<file path="src/rtl/psc_pkg.sv">
package psc_pkg;

    // Width of the low part that remains after splitting off the top block.
    function automatic int split_low(input int r);
        if (r >= 4) return $clog2(r);
        return 1;
    endfunction

    // Remaining low width after j top-down splits.
    function automatic int rem_at(input int n, input int j);
        int r;
        r = n;
        for (int i = 0; i < 32; i++) begin
            if (i < j && r > 1) r = split_low(r);
        end
        return r;
    endfunction

    // Number of blocks for an n-bit counter.
    function automatic int num_blocks(input int n);
        int r;
        int c;
        r = n;
        c = 1;
        for (int i = 0; i < 32; i++) begin
            if (r > 1) begin
                r = split_low(r);
                c++;
            end
        end
        return c;
    endfunction

    // Bit offset of block k, counted from the least significant block.
    function automatic int blk_lsb(input int n, input int k);
        if (k == 0) return 0;
        return rem_at(n, num_blocks(n) - k);
    endfunction

    // Width of block k, counted from the least significant block.
    function automatic int blk_width(input int n, input int k);
        return rem_at(n, num_blocks(n) - 1 - k) - blk_lsb(n, k);
    endfunction

    // Per-block control bundle.
    typedef struct packed {
        logic low_done;  // every bit below this block is one
        logic adv;       // block advances at this edge
        logic full;      // block value is all ones
    } blk_ctl_t;

endpackage

</file>
<file path="src/rtl/psc_twist_ring.sv">
// Twisted-ring tracker of the bits below a block: STATES phases with STATES/2 flops.
module psc_twist_ring #(
    parameter int STATES = 2
) (
    input  logic clk,
    input  logic rst,
    input  logic adv,
    output logic last
);
    localparam int M = (STATES < 2) ? 1 : STATES / 2;

    logic [M-1:0] st;

    generate
        if (M == 1) begin : g_single
            always_ff @(posedge clk) begin
                if (rst)      st <= '0;
                else if (adv) st <= ~st;
            end
            assign last = st[0];
        end else begin : g_multi
            always_ff @(posedge clk) begin
                if (rst)      st <= '0;
                else if (adv) st <= {~st[0], st[M-1:1]};
            end
            // final phase is 0..01
            assign last = st[0] & ~st[1];
        end
    endgenerate

endmodule

</file>
<file path="src/rtl/psc_block.sv">
// One counter sub-block with its own incrementer and a registered all-ones flag.
module psc_block #(
    parameter int W = 1
) (
    input  logic         clk,
    input  logic         rst,
    input  logic         adv,
    output logic [W-1:0] val,
    output logic         full
);
    localparam logic [W-1:0] ALL1 = '1;
    localparam logic [W-1:0] NEAR = ALL1 - W'(1);

    always_ff @(posedge clk) begin
        if (rst) begin
            val  <= '0;
            full <= 1'b0;
        end else if (adv) begin
            val  <= val + W'(1);
            full <= (val == NEAR);
        end
    end

endmodule

</file>
<file path="src/rtl/psc_counter.sv">
module psc_counter #(
    parameter int WIDTH = 64
) (
    input  logic             clk,
    input  logic             rst,
    input  logic             cnt_en,
    output logic [WIDTH-1:0] count_o,
    output logic             tc_o
);
    import psc_pkg::*;

    localparam int NB = num_blocks(WIDTH);

    blk_ctl_t ctl [NB];

    generate
        for (genvar k = 0; k < NB; k++) begin : g_blk
            localparam int LSB = blk_lsb(WIDTH, k);
            localparam int BW  = blk_width(WIDTH, k);

            if (k == 0) begin : g_base
                assign ctl[k].low_done = 1'b1;
            end else begin : g_ring
                psc_twist_ring #(.STATES(2 ** LSB)) u_ring (
                    .clk  (clk),
                    .rst  (rst),
                    .adv  (cnt_en),
                    .last (ctl[k].low_done)
                );
            end

            assign ctl[k].adv = cnt_en & ctl[k].low_done;

            psc_block #(.W(BW)) u_blk (
                .clk  (clk),
                .rst  (rst),
                .adv  (ctl[k].adv),
                .val  (count_o[LSB +: BW]),
                .full (ctl[k].full)
            );
        end
    endgenerate

    assign tc_o = cnt_en & ctl[NB-1].low_done & ctl[NB-1].full;

endmodule

</file>
<file path="config.mk">
export PLATFORM = sky130hd
export DESIGN_NAME = psc_counter
export DESIGN_NICKNAME = d
export VERILOG_FILES = /design/src/rtl/psc_pkg.sv /design/src/rtl/psc_twist_ring.sv /design/src/rtl/psc_block.sv /design/src/rtl/psc_counter.sv
export SDC_FILE = /design/constraint.sdc
export NUM_CORES = 1
export LEC_CHECK = 0
export CORE_UTILIZATION = 60
export CTS_BUF_LIST = sky130_fd_sc_hd__clkbuf_4
export CTS_CLUSTER_SIZE = 20
export DETAILED_ROUTE_END_ITERATION = 8
export GPL_TIMING_DRIVEN = 0
export PLACE_DENSITY = 0.87
export SLEW_MARGIN = 5
export SYNTH_ARGS = -nofsm -noshare
export SYNTH_HDL_FRONTEND = slang
export SYNTH_HIERARCHICAL = 1
export SYNTH_SLANG_ARGS = --single-unit
</file>
<file path="constraint.sdc">
create_clock -name clk -period 3.5 [get_ports clk]
set_input_delay 0.525 -clock clk [delete_from_list [all_inputs] [get_ports clk]]
set_output_delay 0.525 -clock clk [all_outputs]
set_load 0.005 [all_outputs]
</file>
* Word level (Yosys, flattened, before mapping)
Cells that the tools add are included. W data, S select, Z words.
Storage, ports and cells: logic and storage cells 24, bits in read-only memories 0, output and inout port bits 65, bits in registers 102, memories 0, bits in writable memories 0, latch bits 0
Operators by class: reductions and logical operators 0, $mul 0, bitwise logic cells 11, div/mod/pow operators 0, order comparisons 0, mux-type cells 0, eq/ne operators 1, shift operators 0, $add $sub $neg 4
Operators by type and width (count):
- $add A58 B1 Y58 const B | 1
- $eq A58 B58 Y1 const B | 1
- $and A1 B1 Y1 | 6
- $not A1 Y1 | 5
- $add A3 B1 Y3 const B | 1
- $add A2 B1 Y2 const B | 1
- $add A1 B1 Y1 const B | 1

* Logic depth before layout (Yosys ltp)
Gate-level depths: netlist (run 1).
depth after elaboration 4, mapped depth 9

* Modules after synthesis
Netlist (run 1), hierarchy kept.
By module, submodules not included:
- psc_block (g_blk[3].u_blk) | area each 2929.1 um^2, cells an instance 358, times used 1, seq. area each 1181.1 um^2
- psc_twist_ring (g_blk[3].g_ring.u_ring) | area each 1173.6 um^2, cells an instance 104, times used 1, seq. area each 640.6 um^2
- psc_block (g_blk[2].u_blk) | area each 180.2 um^2, cells an instance 18, times used 1, seq. area each 80.1 um^2
- psc_twist_ring (g_blk[2].g_ring.u_ring) | area each 155.1 um^2, cells an instance 14, times used 1, seq. area each 80.1 um^2
- psc_block (g_blk[1].u_blk) | area each 113.9 um^2, cells an instance 11, times used 1, seq. area each 60.1 um^2
- psc_block (g_blk[0].u_blk) | area each 40.0 um^2, cells an instance 4, times used 1, seq. area each 20.0 um^2
- psc_twist_ring (g_blk[1].g_ring.u_ring) | area each 32.5 um^2, cells an instance 3, times used 1, seq. area each 20.0 um^2
- psc_counter | area each 27.5 um^2, cells an instance 4, times used 1, seq. area each 0.0 um^2

* Worst setup path before layout (run 1)
OpenSTA, ideal clock, no wires.
path kind input port to flip-flop, start point input port cnt_en, end point register g_blk[3].u_blk.val[41], library setup time 0.070 ns, stages 8, path slack 1.098 ns, arrival time 2.331 ns, data required time 3.430 ns, cell sequence and2_2 > buf_4 > and3_1 > nand4_1 > or3_1 > clkbuf_2 > or4_1 > a21oi_1
Between the ends: longest elaborated chain between the ends 1
RTL lines:
- start: declaration | RTL line psc_counter.sv:6 | input logic cnt_en,
- $and A1 B1 Y1 | RTL line psc_counter.sv:32 | assign ctl[k].adv = cnt_en & ctl[k].low_done;
- end signal: assignment | RTL line psc_block.sv:19 | val <= val + W'(1);
- end: declaration | RTL line psc_block.sv:8 | output logic [W-1:0] val,
Every way passes these cells. A chain may end at the register's enable or synchronous reset.

==> results of run 1 <==
[placed cells by master (no fill, tap or decap), drive strengths merged, types with 2 or more instances in the layout]
cell type / instances
a211oi: 5
a21oi: 27
and2: 5
and3: 10
and4: 8
buf: 13
clkbuf: 20
clkdlybuf4s50: 67
clkinv: 3
dfxtp: 102
ha: 5
inv: 15
mux2: 2
mux2i: 34
nand2: 26
nand3: 27
nand4: 21
nor2: 79
nor2b: 4
nor3: 14
nor3b: 2
nor4: 9
o21ai: 17
o31ai: 9
or3: 19
or4: 11
xnor2: 19
xor2: 14
[per-layer routing]
layer / vias up / wire, um
met5: - / 0
met4: 0 / 264
met3: 27 / 642
met2: 162 / 4920
met1: 1888 / 4500
li1: 1968 / -
[through the flow]
| stage | utilization | setup WS (ns) | std cells | area (sq um) | total power [mW] |
|---|---|---|---|---|---|
| final | 0.752 | 0.456 | 691 | 5510 | 1.84 |
| after global routing | 0.752 | 0.258 | 691 | 5510 | 1.91 |
| after floorplan | - | 1.10 | 509 | 4580 | 1.25 |
| after detailed placement | 0.733 | 0.0434 | 675 | 5380 | 1.28 |
| after CTS | 0.752 | 0.521 | 691 | 5510 | 1.85 |
| after global placement | 0.733 | 0.0952 | 675 | 5380 | 1.28 |
[worst max-delay path by stage]
stage / from / end / slack, ns
global route: cnt_en / g_blk[3].u_blk/val[45] / 0.26
detailed placement: cnt_en / g_blk[3].u_blk/val[45] / 0.04
global placement: cnt_en / g_blk[3].u_blk/val[53] / 0.1
CTS: cnt_en / g_blk[3].u_blk/val[45] / 0.52
finish: cnt_en / g_blk[3].u_blk/val[45] / 0.46
floorplan: cnt_en / g_blk[3].u_blk/val[41] / 1.10
[critical path, stage by stage]
cell             delay [ns]
clkdlybuf4s50_1        0.66
and2_2                 0.21
buf_4                  0.15
and3_1                 0.29
nand4_1                0.28
or3_1                  0.42
clkbuf_2               0.18
or4_1                  0.51
a21oi_1                0.17
[sequential cells by signal, indices dropped and copies added, names as in the netlist]
signal / count
g_blk.g_ring.u_ring/st: 36
g_blk.u_blk/full: 1
g_blk.u_blk/val: 64
g_blk.g_ring.u_ring/last: 1
[area by class of cell]
cell class	count	area [sq um]	share of cell area
tap	99	124	0.0225
inverter	12	45.0	0.00817
buffer	24	170	0.0309
timing repair buffer	67	671	0.122
clock buffer	9	67.6	0.0123
multi-input combinational	371	2320	0.422
sequential	102	2040	0.371
clock inverter	7	66.3	0.0120
[power by group]
part / total (mW) / switching [mW] / internal (mW)
Combinational: 0.0790 / 0.0432 / 0.0358
Sequential: 1.18 / 0.00522 / 1.17
Clock: 0.584 / 0.422 / 0.162
==> flow_summary_export.csv, run 1 <==
group,metric,value,unit
global_routing,use_met2,0.459,
timing,period_needed,3.04,ns
min_path,min_to,"g_blk[2].g_ring.u_ring/st[3]",
min_path,hp-class,"reg -> reg",
floorplan,fp.dieH,89.4,um
detailed_routing,drtIter0Drc,196,
final_layout,area_delta_synth_final,20.3,%
global_routing,grt_pass1_wl,16700,um
setup_path,path_class,"in -> reg",
min_path,holdPathStages,1,
cts,clk_latency,0.45,ns
setup_path,arrival,3.42,ns
global_routing,met1_usage,0.337,
global_routing,grt_antenna_before_repair,0,
cts,tritoncts,"done",
power_and_ir_drop,irDropWorstVdd,0.180,mV
detailed_routing,ant_nets,0,
timing,setup_viol,0,
floorplan,dieWidth,89.4,um
cts,h-tree-depth,3,
setup_path,rr_worst_depth,9,
timing,fin_tns_setup,0,ns
final_layout,nets,595,
final_layout,n_antenna_cell,0,
floorplan,rows,31,
placement,hpwlAfterDp,7410,um
synthesis,synth_fp_nets,517,
timing,slew_viol_final,0,
timing,rsz0062_at_grt,"false",
setup_path,r2r_slack,0.69,ns
power_and_ir_drop,powerDensity,334,nW/um^2
global_routing,grt.busiest_layer,"met2",
timing,slew-limit-headroom,0.523,
floorplan,die_area,7990,sq um
floorplan,ioPinCount,68,
synthesis,synthCells,509,
min_path,min-delay-start,"g_blk[2].g_ring.u_ring/st[0]",
timing,tightest_slew,0.710,ns
cts,cts-root-buf,"clkbuf_4",
final_layout,drive_gt1_frac,0.0726,
detailed_routing,totalWireLength,10300,um
global_routing,overflow,0,
global_routing,grt_max_degree,20,
setup_path,rr_endpoint,"g_blk[3].u_blk/val[45]",
timing,fmax,329,MHz
timing,clock_skew,0.0211,ns
synthesis,yosys_warnings,6,
detailed_routing,vias,4045,
final_layout,fillers,510,
cts,clockBufferDepth,2,
placement,io_buffers,67,
cts,clk_pin_slew,0.15,ns
setup_path,required,3.87,ns
global_routing,grt_usage,0.270,
power_and_ir_drop,total_leakage_power,1.91,nW
floorplan,start_util,0.625,
cts,cts_setup_buffers,0,
cts,cts_hold_buf,0,
setup_path,endpoint_kind,"register",
timing,final-hold-violation-count,0,
timing,finalCritPeriodShare,0.870,
timing,holdWs,0.487,ns
floorplan,coreArea,7330,sq um
global_routing,grt_pass1_vias,3678,
placement,gp_congestion,0.901,
setup_path,critPathLaunchType,"primary input",
cts,cts_resized,0,
status,outcome,"complete, no violations",
synthesis,postSynthAreaPerCell,9.00,sq um
job,drv_cap,0,
detailed_routing,vias_per_cell,5.85,
global_routing,grt_use_met3,0.0434,
detailed_routing,routedWlPerCell,14.9,um
synthesis,syn_area,4580,sq um
setup_path,timing.rr.start,"g_blk[3].g_ring.u_ring/st[0]",
detailed_routing,dr.pass1.iters,5,
detailed_routing,drc,0,
cts,cts_sinks,102,
setup_path,cp_max_fo,9,
cts,cts_buffers,9,
Power figures use the tool's default switching activity.
==> inputs of run 2 (changes only) <==
Settings changed: CORE_UTILIZATION 60 to 40, MAX_ROUTING_LAYER from default to met4, PLACE_DENSITY 0.87 to default.
Clock period 3.5 ns to 3.4 ns, I/O delays scaled along.
==> run 2 against run 1 <==
Via count shrank 3.8%. Clock skew shrank 0.0036 ns. Critical path depth is the same. Critical path type unchanged. Cell count up 5.9%. Largest power group unchanged. Routed wire length rose by 1.1%. Total power grew 7.5%. Critical endpoint is now g_blk[3].u_blk/val[41]. Worst setup slack worse by 0.045 ns. Count of clock-buffer cells in the layout stayed put. First-iteration DRC count is 5.1% higher. Sequential share of layout area is 0.49 points lower.
==> flow_summary_export.csv, run 2 (synthesis results as in run 1) <==
group,metric,value,unit
setup_path,required,3.79,ns
timing,rsz0062_at_grt,"false",
floorplan,fp.dieH,109,um
setup_path,path_class,"in -> reg",
final_layout,area_delta_synth_final,21.9,%
timing,slew-limit-headroom,0.452,
cts,cts-root-buf,"clkbuf_4",
final_layout,mostFrequentLayoutCell,"dfxtp_1",
floorplan,rows,38,
floorplan,ioPinCount,68,
cts,cts_sinks,102,
global_routing,grt_antenna_before_repair,0,
power_and_ir_drop,power_frac_clock,0.347,
floorplan,start_util,0.417,
timing,finalCritPeriodShare,0.879,
timing,setup_viol,0,
detailed_routing,ant_nets,0,
power_and_ir_drop,combPwrFrac,0.041,
timing,fmax,335,MHz
power_and_ir_drop,p_seq_frac,0.612,
detailed_routing,vias_per_cell,5.31,
placement,io_buffers,67,
global_routing,grt_usage,0.189,
power_and_ir_drop,irDropWorstVdd,0.195,mV
final_layout,largest_registers,"g_blk.u_blk/val: 64 flops, g_blk.g_ring.u_ring/st: 36 flops",
min_path,hp-class,"reg -> reg",
final_layout,drive_gt1_frac,0.0693,
timing,final-hold-violation-count,0,
detailed_routing,drtIter0Drc,206,
floorplan,die_area,11900,sq um
floorplan,coreArea,11000,sq um
final_layout,n_antenna_cell,0,
cts,tritoncts,"done",
placement,gp_congestion,0.802,
power_and_ir_drop,total_leakage_power,1.92,nW
global_routing,grt_pass1_wl,17200,um
timing,fin_tns_setup,0,ns
timing,slew_viol_final,0,
cts,cts_hold_buf,0,
cts,clk_pin_slew,0.15,ns
timing,clock_skew,0.0175,ns
placement,hpwlAfterDp,7530,um
power_and_ir_drop,power,1.98,mW
setup_path,endpoint_kind,"register",
status,outcome,"complete, no violations",
power_and_ir_drop,powerDensity,354,nW/um^2
cts,cts_resized,0,
setup_path,arrival,3.38,ns
floorplan,dieWidth,109,um
power_and_ir_drop,p_int,1.53,mW
setup_path,cp_max_fo,9,
cts,clk_latency,0.45,ns
global_routing,grt_pass1_vias,3685,
detailed_routing,drc,0,
setup_path,critPathLaunchType,"primary input",
final_layout,max_flop_register,"g_blk.u_blk/val",
global_routing,grt_max_degree,18,
detailed_routing,dr.pass1.iters,4,
cts,cts_setup_buffers,0,
global_routing,overflow,0,
final_layout,layoutNonFillerInstCount,732,
placement,place_area,5430,sq um
timing,period_needed,2.99,ns
placement,numPlacedInstances,716,
final_layout,nets,595,
timing,tightest_slew,0.816,ns
detailed_routing,routedWlPerCell,14.3,um
cts,h-tree-depth,3,
final_layout,largest_reg_flops,64,
cts,clockBufferDepth,2,
detailed_routing,totalWireLength,10400,um
final_layout,stdcell_area,5580,sq um
power_and_ir_drop,switching_power,0.442,mW
timing,holdWs,0.503,ns
cts,cts_buffers,9,
detailed_routing,vias,3890,
job,drv_cap,0,
power_and_ir_drop,p_sw_frac,0.224,
final_layout,layout_common_cells,"dfxtp_1 (102), nor2_1 (79), clkdlybuf4s50_1 (67)",
[run 2: worst paths after layout]
kind / from / end / slack (ns) / depth (start not counted)
hold reg to reg: g_blk[3].g_ring.u_ring/st[0] / g_blk[3].g_ring.u_ring/st[31] / 0.50 / 1
hold / removal: g_blk[3].g_ring.u_ring/st[0] / g_blk[3].g_ring.u_ring/st[31] / 0.50 / 1
setup / recovery: cnt_en / g_blk[3].u_blk/val[41] / 0.41 / 9
setup reg to reg: g_blk[3].g_ring.u_ring/st[0] / g_blk[3].u_blk/val[41] / 0.66 / 9
[run 2: power by group through the flow]
| stage | clock network [mW] | registers (mW) | logic [mW] |
|---|---|---|---|
| after detailed placement | 0 | 1.24 | 0.0817 |
| after floorplan | 0 | 1.23 | 0.0570 |
| after CTS | 0.722 | 1.21 | 0.0820 |
| final | 0.687 | 1.21 | 0.0804 |
| after global routing | 0.764 | 1.21 | 0.0888 |
| after global placement | 0 | 1.24 | 0.0807 |
[run 2: layout make-up]
cell class                      count  area (sq um)
Tap cell                          140           175
Sequential cell                   102          2040
Fill cell                        1059          5400
Buffer                             24           170
Inverter                           12          45.0
Clock buffer                        9          67.6
Clock inverter                      7          88.8
Timing Repair Buffer               67           671
Multi-Input combinational cell    371          2320
[run 2: metal layers]
metal / track usage / vias up / wire, um / share of wire
li1: - / 1967 / - / -
met1: 0.235 / 1824 / 4990 / 0.48
met2: 0.301 / 87 / 4890 / 0.47
met3: 0.0430 / 12 / 434 / 0.042
met4: 0.0647 / 0 / 121 / 0.012
met5: - / - / 0 / 0
[run 2: worst max-delay path, cell delays in order]
cell             delay (ns)
clkdlybuf4s50_1        0.67
and2_2                 0.21
buf_4                  0.15
and3_1                 0.27
nand4_1                0.28
or3_1                  0.42
clkbuf_2               0.18
or4_1                  0.51
a21oi_1                0.15
[run 2: metrics by stage]
step                setup WS [ns]   util
floorplan                    1.01      -
global placement          -0.0702  0.494
detailed placement        -0.0552  0.494
CTS                         0.447  0.508
global route                0.291  0.508
finish                      0.411  0.508
